## src/rtl/pdg_pkg.sv

```systemverilog
package pdg_pkg;

  typedef enum logic [1:0] {
    ST_IDLE  = 2'd0,
    ST_DELAY = 2'd1,
    ST_PULSE = 2'd2
  } pdg_state_e;

  typedef enum logic [1:0] {
    IRQ_TRIG = 2'd0,
    IRQ_RISE = 2'd1,
    IRQ_FALL = 2'd2,
    IRQ_NONE = 2'd3
  } pdg_irq_src_e;

  localparam int unsigned ADDR_DELAY = 0;
  localparam int unsigned ADDR_WIDTH = 1;
  localparam int unsigned ADDR_CTRL  = 2;

  localparam int unsigned CTRL_TB_BIT  = 0;
  localparam int unsigned CTRL_SRC_LSB = 1;
  localparam int unsigned CTRL_BITS    = 3;

endpackage

```

## src/rtl/pdg_sync_edge.sv

```systemverilog
module pdg_sync_edge #(
  parameter int STAGES = 2
) (
  input  logic clk,
  input  logic rst,
  input  logic din,
  output logic rise
);
  logic [STAGES-1:0] chain_q;
  logic              last_q;

  generate
    if (STAGES == 1) begin : g_single
      always_ff @(posedge clk) begin
        if (rst) chain_q <= '0;
        else     chain_q <= din;
      end
    end else begin : g_multi
      always_ff @(posedge clk) begin
        if (rst) chain_q <= '0;
        else     chain_q <= {chain_q[STAGES-2:0], din};
      end
    end
  endgenerate

  always_ff @(posedge clk) begin
    if (rst) last_q <= 1'b0;
    else     last_q <= chain_q[STAGES-1];
  end

  assign rise = chain_q[STAGES-1] & ~last_q;

endmodule

```

## src/rtl/pdg_regs.sv

```systemverilog
module pdg_regs
  import pdg_pkg::*;
#(
  parameter int CNT_W  = 16,
  parameter int ADDR_W = 2
) (
  input  logic              clk,
  input  logic              rst,
  input  logic              wr_en,
  input  logic [ADDR_W-1:0] wr_addr,
  input  logic [CNT_W-1:0]  wr_data,
  input  logic [ADDR_W-1:0] rd_addr,
  output logic [CNT_W-1:0]  rd_data,
  output logic [CNT_W-1:0]  delay_val,
  output logic [CNT_W-1:0]  width_val,
  output logic              tb_ext,
  output pdg_irq_src_e      irq_src
);
  logic [CNT_W-1:0] delay_q, width_q;
  logic             tb_q;
  pdg_irq_src_e     src_q;
  logic [CNT_W-1:0] ctrl_view;

  always_ff @(posedge clk) begin
    if (rst) begin
      delay_q <= '0;
      width_q <= '0;
      tb_q    <= 1'b0;
      src_q   <= IRQ_TRIG;
    end else if (wr_en) begin
      if (wr_addr == ADDR_W'(ADDR_DELAY)) delay_q <= wr_data;
      if (wr_addr == ADDR_W'(ADDR_WIDTH)) width_q <= wr_data;
      if (wr_addr == ADDR_W'(ADDR_CTRL)) begin
        tb_q  <= wr_data[CTRL_TB_BIT];
        src_q <= pdg_irq_src_e'(wr_data[CTRL_SRC_LSB +: 2]);
      end
    end
  end

  always_comb begin
    ctrl_view = '0;
    ctrl_view[CTRL_TB_BIT] = tb_q;
    ctrl_view[CTRL_SRC_LSB +: 2] = src_q;
  end

  always_ff @(posedge clk) begin
    if (rst) rd_data <= '0;
    else begin
      if (rd_addr == ADDR_W'(ADDR_DELAY))      rd_data <= delay_q;
      else if (rd_addr == ADDR_W'(ADDR_WIDTH)) rd_data <= width_q;
      else if (rd_addr == ADDR_W'(ADDR_CTRL))  rd_data <= ctrl_view;
      else                                     rd_data <= '0;
    end
  end

  assign delay_val = delay_q;
  assign width_val = width_q;
  assign tb_ext    = tb_q;
  assign irq_src   = src_q;

endmodule

```

## src/rtl/pdg_core.sv

```systemverilog
module pdg_core
  import pdg_pkg::*;
#(
  parameter int CNT_W = 16
) (
  input  logic             clk,
  input  logic             rst,
  input  logic             trig_rise,
  input  logic             tick,
  input  logic [CNT_W-1:0] delay_val,
  input  logic [CNT_W-1:0] width_val,
  input  pdg_irq_src_e     irq_src,
  output logic             pulse_out,
  output logic             irq,
  output pdg_state_e       state
);
  pdg_state_e       st_q;
  logic [CNT_W-1:0] cnt_q;
  logic             pulse_q, irq_q;
  logic             accept, dly_done, start, stop, irq_d;

  always_comb begin
    accept   = trig_rise && (st_q == ST_IDLE);
    dly_done = (st_q == ST_DELAY) && tick && (cnt_q == '0);
    start    = dly_done && (width_val != '0);
    stop     = (st_q == ST_PULSE) && tick && (cnt_q == CNT_W'(1));
    case (irq_src)
      IRQ_TRIG: irq_d = accept;
      IRQ_RISE: irq_d = start;
      IRQ_FALL: irq_d = stop;
      default:  irq_d = 1'b0;
    endcase
  end

  always_ff @(posedge clk) begin
    if (rst) begin
      st_q    <= ST_IDLE;
      cnt_q   <= '0;
      pulse_q <= 1'b0;
      irq_q   <= 1'b0;
    end else begin
      irq_q <= irq_d;
      case (st_q)
        ST_IDLE: begin
          if (accept) begin
            st_q  <= ST_DELAY;
            cnt_q <= delay_val;
          end
        end
        ST_DELAY: begin
          if (tick) begin
            if (cnt_q == '0) begin
              if (width_val != '0) begin
                st_q    <= ST_PULSE;
                cnt_q   <= width_val;
                pulse_q <= 1'b1;
              end else begin
                st_q <= ST_IDLE;
              end
            end else begin
              cnt_q <= cnt_q - CNT_W'(1);
            end
          end
        end
        ST_PULSE: begin
          if (tick) begin
            if (cnt_q == CNT_W'(1)) begin
              st_q    <= ST_IDLE;
              pulse_q <= 1'b0;
            end else begin
              cnt_q <= cnt_q - CNT_W'(1);
            end
          end
        end
        default: st_q <= ST_IDLE;
      endcase
    end
  end

  assign pulse_out = pulse_q;
  assign irq       = irq_q;
  assign state     = st_q;

endmodule

```

## src/rtl/pdg_top.sv

```systemverilog
module pdg_top
  import pdg_pkg::*;
#(
  parameter int CNT_W       = 16,
  parameter int ADDR_W      = 2,
  parameter int SYNC_STAGES = 2
) (
  input  logic              clk,
  input  logic              rst,
  input  logic              wr_en,
  input  logic [ADDR_W-1:0] wr_addr,
  input  logic [CNT_W-1:0]  wr_data,
  input  logic [ADDR_W-1:0] rd_addr,
  output logic [CNT_W-1:0]  rd_data,
  input  logic              usec_tick,
  input  logic              trig_in,
  input  logic              ext_tb_in,
  output logic              pulse_out,
  output logic              irq
);
  logic [CNT_W-1:0] delay_val, width_val;
  logic             tb_ext, trig_rise, ext_rise, tick;
  pdg_irq_src_e     cfg_src;
  pdg_state_e       core_st;

  pdg_regs #(.CNT_W(CNT_W), .ADDR_W(ADDR_W)) u_regs (
    .clk(clk), .rst(rst), .wr_en(wr_en), .wr_addr(wr_addr), .wr_data(wr_data),
    .rd_addr(rd_addr), .rd_data(rd_data), .delay_val(delay_val),
    .width_val(width_val), .tb_ext(tb_ext), .irq_src(cfg_src)
  );

  pdg_sync_edge #(.STAGES(SYNC_STAGES)) u_trig_sync (
    .clk(clk), .rst(rst), .din(trig_in), .rise(trig_rise)
  );

  pdg_sync_edge #(.STAGES(SYNC_STAGES)) u_ext_sync (
    .clk(clk), .rst(rst), .din(ext_tb_in), .rise(ext_rise)
  );

  assign tick = tb_ext ? ext_rise : usec_tick;

  pdg_core #(.CNT_W(CNT_W)) u_core (
    .clk(clk), .rst(rst), .trig_rise(trig_rise), .tick(tick),
    .delay_val(delay_val), .width_val(width_val), .irq_src(cfg_src),
    .pulse_out(pulse_out), .irq(irq), .state(core_st)
  );

endmodule

```

## config.mk

```make
export PLATFORM = sky130hd
export DESIGN_NAME = pdg_top
export DESIGN_NICKNAME = d
export VERILOG_FILES = /design/src/rtl/pdg_pkg.sv /design/src/rtl/pdg_sync_edge.sv /design/src/rtl/pdg_regs.sv /design/src/rtl/pdg_core.sv /design/src/rtl/pdg_top.sv
export SDC_FILE = /design/constraint.sdc
export NUM_CORES = 1
export LEC_CHECK = 0
export CAP_MARGIN = 20
export CORE_UTILIZATION = 50
export DETAILED_ROUTE_END_ITERATION = 16
export PLACE_DENSITY = 0.85
export RECOVER_POWER = 100
export SYNTH_ARGS = -nofsm -noshare
export SYNTH_HDL_FRONTEND = slang
export SYNTH_SLANG_ARGS = --single-unit
export TNS_END_PERCENT = 100
```

## constraint.sdc

```tcl
create_clock -name clk -period 2 [get_ports clk]
set_input_delay 0.4 -clock clk [delete_from_list [all_inputs] [get_ports clk]]
set_output_delay 0.4 -clock clk [all_outputs]
set_load 0.01 [all_outputs]
```

### After elaboration in Yosys (flattened, before gate mapping)

Cells that the tools add are included.

| storage, ports and cells | value |
|---|---|
| input bits | 26 |
| output and inout port bits | 18 |
| register bits after elaboration | 77 |
| word-level logic and storage cells | 80 |

| operators by class | value |
|---|---|
| muxes and demuxes | 25 |
| reduce and logical (&&, ||, !) cells | 20 |
| bitwise operators | 4 |
| add/subtract/negate cells | 1 |
| eq/ne operators | 17 |

Operator list:

| operator | count |
|---|---|
| 2-to-1 mux 16 bit | 8 |
| case mux 16 bit (3 select lines) | 1 |
| equality test 16 x 1 -> 1 bit, second input constant | 1 |
| logical NOT 16 bit | 1 |
| nonzero test 16 bit | 1 |
| subtractor 16 x 1 -> 16 bit, second input constant | 1 |
| 2-to-1 mux 2 bit | 6 |
| AND reduction 6 bit | 2 |
| equality test 2 x 1 -> 1 bit, second input constant | 4 |
| equality test 2 bit, second input constant | 4 |
| logical NOT 2 bit | 4 |
| inequality test 2 bit, second input constant | 4 |
| logical AND 1 bit | 6 |
| 2-to-1 mux 1 bit | 6 |
| inequality test 2 x 1 -> 1 bit, second input constant | 3 |
| case mux 2 bit (3 select lines) | 1 |
| AND reduction 2 bit | 3 |
| AND reduction 5 bit | 1 |
| 2-to-1 mux 3 bit | 1 |
| inequality test 3 bit, second input constant | 1 |
| case mux 1 bit (3 select lines) | 1 |
| nonzero test 3 bit | 1 |
| bitwise AND 1 bit | 2 |
| inverter 1 bit | 2 |
| other kinds (2) | 2 |

### Depth between registers and ports, before layout

Gate-level depths: netlist of the first run.

| logic depth | value |
|---|---|
| depth after elaboration | 7 |
| mapped depth | 9 |
| depth with buffers taken out | 7 |

### Hierarchy

Synthesis of the first run repeated with hierarchy kept, for this count alone.

| unflattened totals | value |
|---|---|
| cells, all modules | 409 |
| area total of the unflattened synthesis | 3,908.7 um2 |

Modules (own cells, without submodules):

| module | area each (um2) | cells an instance | times used | seq. area each (um2) |
|---|---|---|---|---|
| pdg_regs | 2,040.7 | 189 | 1 | 1,021.0 |
| pdg_core | 1,677.9 | 205 | 1 | 400.4 |
| pdg_sync_edge | 87.6 | 7 | 2 | 60.1 |
| pdg_top | 15.0 | 1 | 1 | 0.0 |

### Worst setup path after synthesis of the first run

Ideal clock, no wire load.

| timing path | value |
|---|---|
| path type | register to register |
| start | register u_core.cnt_q[0] |
| end | register u_core.cnt_q[5] |
| path buffers | 2 |
| arrival | 2,063 ps |
| required time | 1,883 ps |
| clock period less this slack | 2,180 ps |
| library setup time | 117 ps |
| slack | -180 ps |
| cell stages (with the launch flop) | 10 |
| cells stage by stage | dfxtp_1 inv_1 ha_1 nor4b_1 and4_1 or3b_1 and4b_1 buf_2 buf_6 a32o_1 |

| between the ends | value |
|---|---|
| word-level cells in the longest chain between the ends | 4 |
| elaborated cells on any way between the ends | 11 |
| those cells by class | add/sub (1); eq/ne (3); mux (5); reduce/logical (2) |

Ends and longest elaborated chain:

| what | line | text |
|---|---|---|
| from (decl) | pdg_core.sv:18 | `logic [CNT_W-1:0] cnt_q;` |
| from (signal assigned) | pdg_core.sv:47 | `cnt_q <= delay_val;` |
| from (signal assigned) | pdg_core.sv:55 | `cnt_q <= width_val;` |
| from (signal assigned) | pdg_core.sv:61 | `cnt_q <= cnt_q - CNT_W'(1);` |
| subtractor 16 x 1 -> 16 bit / logical NOT 16 bit (equally long branches) | pdg_core.sv:61, pdg_core.sv:71, pdg_core.sv:52 |  |
| 2-to-1 mux 16 bit, on equally long branches | pdg_core.sv:67, pdg_core.sv:52 |  |
| 2-to-1 mux 16 bit, on equally long branches | pdg_core.sv:66, pdg_core.sv:51 |  |
| case mux 16 bit (3 select lines) | pdg_core.sv:43 | `case (st_q)` |

Several ways; a longest one is shown, not always the timed one. The select of a mux whose other input is x is not followed.
A chain may end at the register's enable or synchronous reset.

### Worst setup path after layout of the first run

Same ends and word-level chain as after synthesis.

==> impl_metrics.yaml, run 1 <==
outcome:
  result_of_the_run: "finished with violations"
  violations: "negative setup slack"
place:
  hpwlAfterDp_um: 7090
  port_buffers: 43
  post-place-cells: 593
  finalWeightedCongestion: 0.9867
synth:
  synth-main-ff-cell: "sky130_fd_sc_hd__dfxtp_1"
  synth-edff-count: 0
  yosysWarnings: 0
  count_of_mapped_cells_out_of_synthesis: 419
  synth.yosys.seq_area_share_pct: 43.08
  mappedNetlistArea_sq_um: 3578
  ys_seq_elements: 77
  async_reset_ff_share_pct: 0
  synthDistinctLibCells: 46
  synth_fp_nets: 451
  syn-mean-instance-area_sq_um: 8.540
timing:
  finalWorstSetupSlack_ns: -0.1084
  finalSetupTns_ns: -1.300
  finalCritPeriodShare_pct: 105.4
  timing.final.crit_period_ns: 2.108
  slew_violations: 0
  setup_viol: 16
  holdWs_ns: 0.4354
  slew-limit-headroom_pct: 37.76
  rsz0062_at_grt: "yes"
  number_of_endpoints_with_negative_hold_slack_in_the_final_report: 0
  clock_tree_skew_after_final_layout_ns: 0.01368
  fmax_mhz: 474.3
  transition_time_at_the_pin_with_the_least_slew_margin_ns: 0.9337
clocking:
  hold_fix_buffers_at_cts: 0
  clk_root_buffer_cell: "sky130_fd_sc_hd__clkbuf_8"
  cts_inserted_buffers: 9
  clk_transition_reported_paths_ns: 0.09
  ctsHtreeMaxLevel: 3
  clk_latency_ns: 0.37
  cts_tree: "built"
  cts_sinks: 77
  cts.path.max_buffers: 2
detailed_routing:
  met2_routed_wl_um: 5033
  remaining_drc_errors: 0
  drt-wirelength-per-cell_um: 16.84
  maxUsedRoutingLayer: "met4"
  drt_first_pass_iters: 5
  drt-met1-wl_um: 4279
  met3_length_um: 690
  drtIter0Drc: 344
  detailroute.via_count: 3560
  via_to_cell_ratio: 5.817
  route.antenna.remaining_nets: 0
  routed_wl_um: 10310
critical_path:
  crit_path_end_kind: "flip-flop"
  timing_worst_setup_path_type: "flip-flop to flip-flop"
  timing.critical_path.cells: "inv_4 -> ha_4 -> nor4b_4 -> and4_1 -> or3b_4 -> and4b_1 -> buf_4 -> a32o_1"
  worst-r2r-cell-count: 8
  crit_path_top_delay_cell: "sky130_fd_sc_hd__or3b_4"
  timing.rr.end: "u_core.cnt_q[5]"
  rrSetupSlack_ns: -0.11
  crit_path_max_fanout: 8
  critical_path.reg2reg.startpoint: "u_core.cnt_q[0]"
  timing.critical_path.slowest_cell_delay_ns: 0.38
  worstPathRequired_ns: 2.26
  crit_start: "u_core.cnt_q[0]"
  setup.worst_path.start_class: "flip-flop"
  timing.critical_path.arrival_ns: 2.36
hold_path:
  worst_hold_startpoint: "u_trig_sync.chain_q[0]"
  hold_depth: 1
  timing.hold.worst.class: "flip-flop to flip-flop"
  min_to: "u_trig_sync.chain_q[1]"
global_route:
  grt_pass1_vias: 3361
  grt_max_degree: 31
  grt_first_pass_wirelength_um: 16150
  grt_antenna_before_repair: 0
  grt.overflow.total: 0
  grt_util_all_layers_pct: 28.23
cells_and_area:
  fill_cells: 470
  area_growth_syn_to_layout_pct: 35.49
  antenna-diode-count: 0
  layout.cells.most_common: "sky130_fd_sc_hd__dfxtp_1"
  layout-drive-gt1-share_pct: 22.67
  finish.cell_count_without_fillers: 612
  nets: 543
  final_cell_mix: "73 x sky130_fd_sc_hd__dfxtp_1, 69 x sky130_fd_sc_hd__nand2_1, 56 x sky130_fd_sc_hd__buf_4, 39 x sky130_fd_sc_hd__a21oi_1, 28 x sky130_fd_sc_hd__nor2_1"
floorplan:
  die_area_sq_um: 7500
  floorplan.die.width_um: 86.60
  rows: 30
  y_dimension_of_the_die_um: 86.60
  fp.coreArea_sq_um: 6869
  floorplan.initialDensity_pct: 52.09
  boundaryPins: 44
power:
  worst_ir_drop_vdd_mv: 0.5951
  power_per_cell_area_nw_per_um2: 1045
  power.static_leakage_nw: 2.052
  p_clk_share_pct: 23.3
  internal_pwr_total_mw: 3.225
  seq_power_share_pct: 33.3
  power.switching_fraction_pct: 36.35
  switchingPower_mw: 1.842
  p_comb_share_pct: 43.4
flow_run:
  maxCapViolCount: 0
==> worst max-delay path: cells and delay by family (launching register included) <==
family                   cells  cell delay [ns]
adder cells (fa/ha/maj)      1             0.12
AO/OA/AOI/OAI                1             0.22
AND/OR/NAND/NOR              4             1.02
buffers and inverters        2             0.25
flip-flops                   1             0.37
==> logic make-up after synthesis <==
family	synth area share (%)
and+or+nand+nor	24.06
AOI/OAI and AO/OA	17.55
DFF	43.08
buffers and inverters	3.881
muxes	6.154
xor gates and xnor gates	3.182
adders and majority gates	2.098
==> sequential cells by signal, summed over array words and instances (netlist names) <==
name / flops
u_core.cnt_q: 16
u_regs.delay_val: 16
u_regs.rd_data: 16
u_regs.width_val: 16
u_core.state: 2
u_ext_sync.chain_q: 2
u_regs.irq_src: 2
u_trig_sync.chain_q: 2
u_core.irq: 1
u_core.pulse_out: 1
u_ext_sync.last_q: 1
u_regs.tb_ext: 1
u_trig_sync.last_q: 1
==> worst max-delay path by stage <==
stage,endpoint,slack [ns]
after global placement,u_core.cnt_q[10],-0.09
after detailed placement,u_core.cnt_q[10],-0.14
after global routing,u_core.cnt_q[6],-0.14
final,u_core.cnt_q[5],-0.11
after CTS,u_core.cnt_q[5],-0.06
after floorplan,u_core.cnt_q[1],-0.06
==> per-stage QoR <==
stage          util [%]  instance area, sq um  worst slack [ns]  power [mW]
3_5_place_dp      66.27                  4552           -0.1413       3.646
3_3_place_gp      66.27                  4552          -0.09316       3.590
2_1_floorplan         -                  3623          -0.06009       2.967
6_report          70.58                  4848           -0.1084       5.067
5_1_grt           70.58                  4848           -0.1365       5.290
4_1_cts           70.09                  4815          -0.06387       4.924
==> metal layers <==
metal / track usage (%) / vias to the layer above
met5: 0 / -
met4: 14.09 / 0
met3: 5.333 / 32
met2: 46.46 / 163
met1: 35.48 / 1697
li1: - / 1668
==> final cells by class <==
class	count	area, sq um	share of cell area (%)
inverters	8	36.28	0.7484
flip-flops and latches	77	1549	31.95
multi-input cells	308	2004	41.34
repair buffers	107	947.2	19.54
clock inverters	5	60.06	1.239
clock buffers	11	131.4	2.710
well taps	96	120.1	2.477
==> timing repair <==
item	4_1_cts	5_1_grt
gates resized for setup	13	8
buffers inserted	2	1
gates cloned	0	0
pin swaps	3	2
endpoints found under the setup margin	16	19
==> synth_stat cells, drive strengths merged, types with 2 or more instances <==
library cell / n / area [sq um]
and3: 2 / 12.51
clkbuf: 21 / 78.83
a21oi: 39 / 195.2
mux2i: 22 / 220.2
o21ai: 15 / 75.07
nor3: 7 / 46.30
a32o: 16 / 160.2
or2: 18 / 112.6
nor2: 29 / 108.9
nor4: 7 / 50.05
or4: 2 / 15.01
xor2: 6 / 52.55
xnor2: 7 / 61.31
nand4: 4 / 25.02
nand2: 69 / 259.0
a31oi: 17 / 121.4
or3: 2 / 12.51
nand3b: 5 / 37.54
nand3: 4 / 20.02
dfxtp: 77 / 1541
or3b: 2 / 17.52
o21a: 2 / 15.01
nand2b: 6 / 37.54
nor2b: 7 / 43.79
and4: 2 / 17.52
inv: 8 / 30.03
ha: 6 / 75.07
buf: 5 / 30.02
==> power by group through the flow <==
| stage | clock (mW) | combinational [mW] | sequential, mW |
|---|---|---|---|
| after CTS | 1.18 | 2.07 | 1.68 |
| after global placement | 0 | 1.88 | 1.71 |
| after global routing | 1.24 | 2.35 | 1.69 |
| after floorplan | 0 | 1.24 | 1.72 |
| final | 1.18 | 2.20 | 1.69 |
| after detailed placement | 0 | 1.93 | 1.71 |
No activity file was read; power rests on OpenSTA's default activity.
==> inputs of run 2 (changes only) <==
Settings changed: CORE_UTILIZATION 50 to 45, PLACE_DENSITY 0.85 to 0.78.
==> run 2 against run 1 <==
Net effect:
- critical path type unchanged
- critical endpoint is now u_core.cnt_q[10]
- count of clock-buffer cells in the layout did not move
- critical path depth down 2
- largest cell class unchanged
- die area increased by 11%
- power about the same
- global-route usage is 3.5 points lower
- wire length is 2.9% lower
- register-to-register slack gained 0.02 ns
- final cell count up 1.5%
- design area is 0.70% higher
- sequential power hardly changed
- the flow still finishes with violations (negative setup slack)
- flip-flop and latch count did not move
- via count decreased by 2.2%
==> impl_metrics.yaml, run 2 (same netlist as run 1, synthesis figures left out) <==
cells_and_area:
  nets: 546
  postLayoutCellArea_sq_um: 4882
  area_growth_syn_to_layout_pct: 36.43
  layout-drive-gt1-share_pct: 22.54
  finish.utilization_pct: 63.18
  layout.cells.most_common: "sky130_fd_sc_hd__dfxtp_1"
  antenna-diode-count: 0
  fill_cells: 620
  final_cell_mix: "74 x sky130_fd_sc_hd__dfxtp_1, 69 x sky130_fd_sc_hd__nand2_1, 58 x sky130_fd_sc_hd__buf_4, 39 x sky130_fd_sc_hd__a21oi_1, 29 x sky130_fd_sc_hd__nor2_1"
  finish.cell_count_without_fillers: 621
outcome:
  result_of_the_run: "finished with violations"
  violations: "negative setup slack"
critical_path:
  timing_worst_setup_path_type: "flip-flop to flip-flop"
  setup.worst_path.start_class: "flip-flop"
  critical_path.top_delay_family: "simple AND/OR/NAND/NOR gates"
  crit_path_top_delay_cell: "sky130_fd_sc_hd__or3b_4"
  crit_path_max_fanout: 7
  timing.critical_path.cells: "nor4_1 -> nand4_1 -> or3b_4 -> and4b_1 -> buf_6 -> a32o_1"
  crit_path_end_kind: "flip-flop"
  timing.critical_path.arrival_ns: 2.34
  worstPathRequired_ns: 2.25
  critical_path_buf_inv_count: 1
  timing.critical_path.slowest_cell_delay_ns: 0.42
place:
  hpwlAfterDp_um: 6770
  finalWeightedCongestion: 0.9839
  port_buffers: 43
  dp_slack_ns: -0.08739
  post-place-cells: 601
  postPlaceCellArea_sq_um: 4574
detailed_routing:
  drtIter0Drc: 204
  remaining_drc_errors: 0
  drt_first_pass_iters: 6
  routed_wl_um: 10000
  route.antenna.remaining_nets: 0
  drt-wirelength-per-cell_um: 16.11
  via_to_cell_ratio: 5.609
  detailroute.via_count: 3483
timing:
  slew-limit-headroom_pct: 45.80
  finalCritPeriodShare_pct: 104.5
  fmax_mhz: 478.4
  transition_time_at_the_pin_with_the_least_slew_margin_ns: 0.8130
  number_of_endpoints_with_negative_hold_slack_in_the_final_report: 0
  rsz0062_at_grt: "yes"
  slew_violations: 0
  setup_viol: 18
  timing.final.crit_period_ns: 2.091
  finalWorstSetupSlack_ns: -0.09051
  clock_tree_skew_after_final_layout_ns: 0.009749
global_route:
  grt_first_pass_wirelength_um: 16290
  grt_util_all_layers_pct: 24.76
  grt_pass1_vias: 3385
  grt.overflow.total: 0
  grt_antenna_before_repair: 0
  grt_max_degree: 32
floorplan:
  floorplan.initialDensity_pct: 46.31
  rows: 32
  fp.coreArea_sq_um: 7727
  y_dimension_of_the_die_um: 91.18
  die_area_sq_um: 8313
  boundaryPins: 44
  floorplan.die.width_um: 91.18
power:
  power_mw: 5.069
  power_per_cell_area_nw_per_um2: 1038
  worst_ir_drop_vdd_mv: 0.5769
  power.static_leakage_nw: 2.069
clocking:
  cts_inserted_buffers: 9
  cts_sinks: 77
  clk_root_buffer_cell: "sky130_fd_sc_hd__clkbuf_8"
  cts.path.max_buffers: 2
  cts_tree: "built"
  clk_transition_reported_paths_ns: 0.08
  clk_latency_ns: 0.36
  hold_fix_buffers_at_cts: 0
  ctsHtreeMaxLevel: 3
hold_path:
  timing.hold.worst.class: "flip-flop to flip-flop"
flow_run:
  maxCapViolCount: 0
run 2: per-stage QoR:
step                      hold slack, ns  setup TNS (ns)
after floorplan                   0.4138         -0.5798
after global placement            0.4162         -0.5066
after detailed placement          0.4278         -0.7056
after CTS                         0.4461         -0.2107
after global routing              0.4579          -2.079
final                             0.4427          -1.215
run 2: worst paths after layout:
path,start,end,slack [ns],depth (start not counted)
max,u_regs.width_val[2],u_core.cnt_q[10],-0.09,6
min,u_trig_sync.chain_q[0],u_trig_sync.chain_q[1],0.44,1
max reg2reg,u_regs.width_val[2],u_core.cnt_q[10],-0.09,6
min reg2reg,u_trig_sync.chain_q[0],u_trig_sync.chain_q[1],0.44,1
run 2: where the power goes:
part	internal (mW)	leakage (nW)	switching, mW
sequential	1.62	0.627	0.0678
clock	0.613	0.0959	0.595
combinational	1.02	1.35	1.16
run 2: repair_timing:
item | 4_1_cts | 5_1_grt
buffers inserted | 4 | 0
setup endpoints to repair | 16 | 19
gates resized for setup | 9 | 9
pin swaps | 3 | 5
run 2: area by class of cell:
class / instances / area [sq um] / share of cell area, %
Timing Repair Buffer: 110 / 973.4 / 19.94
Tap cell: 102 / 127.6 / 2.614
Multi-Input combinational cell: 308 / 1998 / 40.93
Clock inverter: 5 / 58.81 / 1.205
Clock buffer: 11 / 141.4 / 2.896
Sequential cell: 77 / 1548 / 31.70
Inverter: 8 / 35.03 / 0.7176
run 2: routing by layer:
| metal | up-vias | wire length [um] | global-route usage [%] |
|---|---|---|---|
| met1 | 1641 | 4230 | 30.21 |
| met2 | 140 | 4820 | 40.59 |
| met3 | 31 | 622 | 6.198 |
| met4 | 0 | 330 | 12.17 |
| met5 | - | 0 | 0 |
| li1 | 1671 | - | - |
==> inputs of run 3 (changes only) <==
Settings changed: CELL_PAD_IN_SITES_DETAIL_PLACEMENT set to 0, CELL_PAD_IN_SITES_GLOBAL_PLACEMENT set to 1, CORE_UTILIZATION 45 to 38, PLACE_DENSITY 0.78 to 0.85, SETUP_SLACK_MARGIN set to 0.05.
==> run 3 against run 2 <==
Net effect:
- the run still ends with negative setup slack left
- power down 1.1%
- maximum frequency up 1.7%
- hold slack about the same
- worst setup slack better by 0.036 ns
- flip-flop and latch count unchanged
- sequential power about the same
- die area up 18%
- highest routed layer unchanged
==> impl_metrics.yaml, run 3 (same netlist as run 1, synthesis figures left out) <==
outcome:
  result_of_the_run: "finished with violations"
  violations: "negative setup slack"
global_route:
  grt_max_degree: 32
  grt.overflow.total: 0
  grt_util_all_layers_pct: 21.11
  grt_antenna_before_repair: 0
  grt_pass1_vias: 3312
  grt_first_pass_wirelength_um: 16040
critical_path:
  timing.critical_path.cells: "inv_2 -> ha_4 -> nor4b_4 -> and4_1 -> or3b_4 -> buf_4 -> a31oi_4 -> buf_12 -> a32o_1"
  critical_path.reg2reg.startpoint: "u_core.cnt_q[1]"
  timing.critical_path.slowest_cell_delay_ns: 0.38
  worstSetupPathDepth: 9
  timing.critical_path.arrival_ns: 2.35
  worstPathRequired_ns: 2.30
  timing.rr.end: "u_core.cnt_q[11]"
  critical_path_buf_inv_count: 3
  worst-r2r-cell-count: 9
  crit_path_max_fanout: 16
  timing_worst_setup_path_type: "flip-flop to flip-flop"
  rrSetupSlack_ns: -0.05
  setup.worst_path.start_class: "flip-flop"
  crit_path_top_delay_cell: "sky130_fd_sc_hd__or3b_4"
  critical_path.top_delay_family: "simple AND/OR/NAND/NOR gates"
  crit_path_end_kind: "flip-flop"
detailed_routing:
  drt_first_pass_iters: 7
  drtIter0Drc: 167
  route.antenna.remaining_nets: 0
  remaining_drc_errors: 0
  drt-wirelength-per-cell_um: 15.39
  via_to_cell_ratio: 5.411
  detailroute.via_count: 3398
  routed_wl_um: 9667
place:
  hpwlAfterDp_um: 6979
  port_buffers: 43
  postPlaceCellArea_sq_um: 4599
  dp_slack_ns: -0.09764
  finalWeightedCongestion: 0.9090
clocking:
  clk_transition_reported_paths_ns: 0.08
  cts_inserted_buffers: 9
  ctsHtreeMaxLevel: 3
  cts_sinks: 77
  hold_fix_buffers_at_cts: 0
  clk_latency_ns: 0.36
  cts.path.max_buffers: 2
  cts_tree: "built"
  clk_root_buffer_cell: "sky130_fd_sc_hd__clkbuf_8"
cells_and_area:
  postLayoutCellArea_sq_um: 4847
  nets: 544
  multi_input_gate_area_sq_um: 1992
  final_cell_mix: "73 x sky130_fd_sc_hd__dfxtp_1, 69 x sky130_fd_sc_hd__nand2_1, 55 x sky130_fd_sc_hd__buf_4, 39 x sky130_fd_sc_hd__a21oi_1, 29 x sky130_fd_sc_hd__nor2_1"
  layout-drive-gt1-share_pct: 21.66
  layout.cells.most_common: "sky130_fd_sc_hd__dfxtp_1"
  fill_cells: 861
  final-seq-area_sq_um: 1549
  area_growth_syn_to_layout_pct: 35.45
  antenna-diode-count: 0
hold_path:
  min_to: "u_trig_sync.chain_q[1]"
  timing.hold.worst.class: "flip-flop to flip-flop"
  hold_depth: 1
  worst_hold_startpoint: "u_trig_sync.chain_q[0]"
timing:
  clock_tree_skew_after_final_layout_ns: 0.008500
  finalCritPeriodShare_pct: 102.7
  slew-limit-headroom_pct: 38.68
  transition_time_at_the_pin_with_the_least_slew_margin_ns: 0.9198
  timing.final.crit_period_ns: 2.055
  fmax_mhz: 486.6
  finalWorstSetupSlack_ns: -0.05500
  setup_viol: 16
  rsz0062_at_grt: "yes"
  slew_violations: 0
  number_of_endpoints_with_negative_hold_slack_in_the_final_report: 0
power:
  power_mw: 5.014
  power.static_leakage_nw: 2.050
  power_per_cell_area_nw_per_um2: 1034
  worst_ir_drop_vdd_mv: 0.4620
floorplan:
  rows: 35
  floorplan.die.width_um: 99.04
  floorplan.initialDensity_pct: 38.91
  fp.coreArea_sq_um: 9196
  y_dimension_of_the_die_um: 99.04
  boundaryPins: 44
  die_area_sq_um: 9809
flow_run:
  maxCapViolCount: 0
-- run 3: worst max path at each step --
stage	to	start	slack, ns
after floorplan	u_core.cnt_q[1]	u_core.cnt_q[0]	-0.06
after global placement	u_core.cnt_q[10]	u_regs.width_val[2]	-0.11
after detailed placement	u_core.cnt_q[14]	u_core.cnt_q[0]	-0.1
after CTS	u_core.cnt_q[10]	u_core.cnt_q[1]	-0.04
after global routing	u_core.cnt_q[0]	u_core.cnt_q[1]	-0.13
final	u_core.cnt_q[11]	u_core.cnt_q[1]	-0.05
-- run 3: routing by layer --
metal	routed length [um]	GRT usage, %	part of all wire [%]	vias to the layer above
li1	-	-	-	1671
met3	409	4.113	4.2	22
met5	0	0	0	-
met2	4578	34.86	47	86
met1	4428	26.39	46	1619
met4	250	10.22	2.6	0
-- run 3: per-stage QoR --
stage | setup TNS [ns] | cells | hold WS (ns) | utilization [%]
5_1_grt | -1.943 | 628 | 0.4734 | 52.71
4_1_cts | -0.2625 | 628 | 0.4487 | 52.93
2_1_floorplan | -0.5796 | 419 | 0.4138 | -
3_3_place_gp | -1.312 | 611 | 0.4208 | 50.01
6_report | -0.5481 | 628 | 0.4424 | 52.71
3_5_place_dp | -0.9745 | 611 | 0.4306 | 50.01
-- run 3: area by class of cell --
class	count	share of cell area, %
multi-input cells	308	41.09
well taps	111	2.865
repair buffers	108	19.05
clock buffers	13	3.485
clock inverters	3	0.8776
flip-flops and latches	77	31.96
inverters	8	0.6711
-- run 3: what timing repair did --
| action | CTS | global route |
|---|---|---|
| resized for setup | 9 | 4 |
| buffers inserted | 1 | 0 |
| setup endpoints to repair | 16 | 19 |
| pin swaps | 2 | 0 |
| endpoints found under the hold margin | 0 | 0 |
-- run 3: worst reg2reg max path, delay by kind of cell, from the launching register on --
kind	cells	cell delay, ns
buffers and inverters	3	0.40
AND/OR/NAND/NOR	3	0.79
flip-flops	1	0.33
adder cells (fa/ha/maj)	1	0.14
AO/OA/AOI/OAI	2	0.35
-- run 3: power breakdown --
part | internal [mW] | switching [mW] | total, mW
Clock | 0.678 | 0.577 | 1.25
Combinational | 0.985 | 1.09 | 2.08
Sequential | 1.62 | 0.0659 | 1.68
Total | 3.28 | 1.73 | 5.01
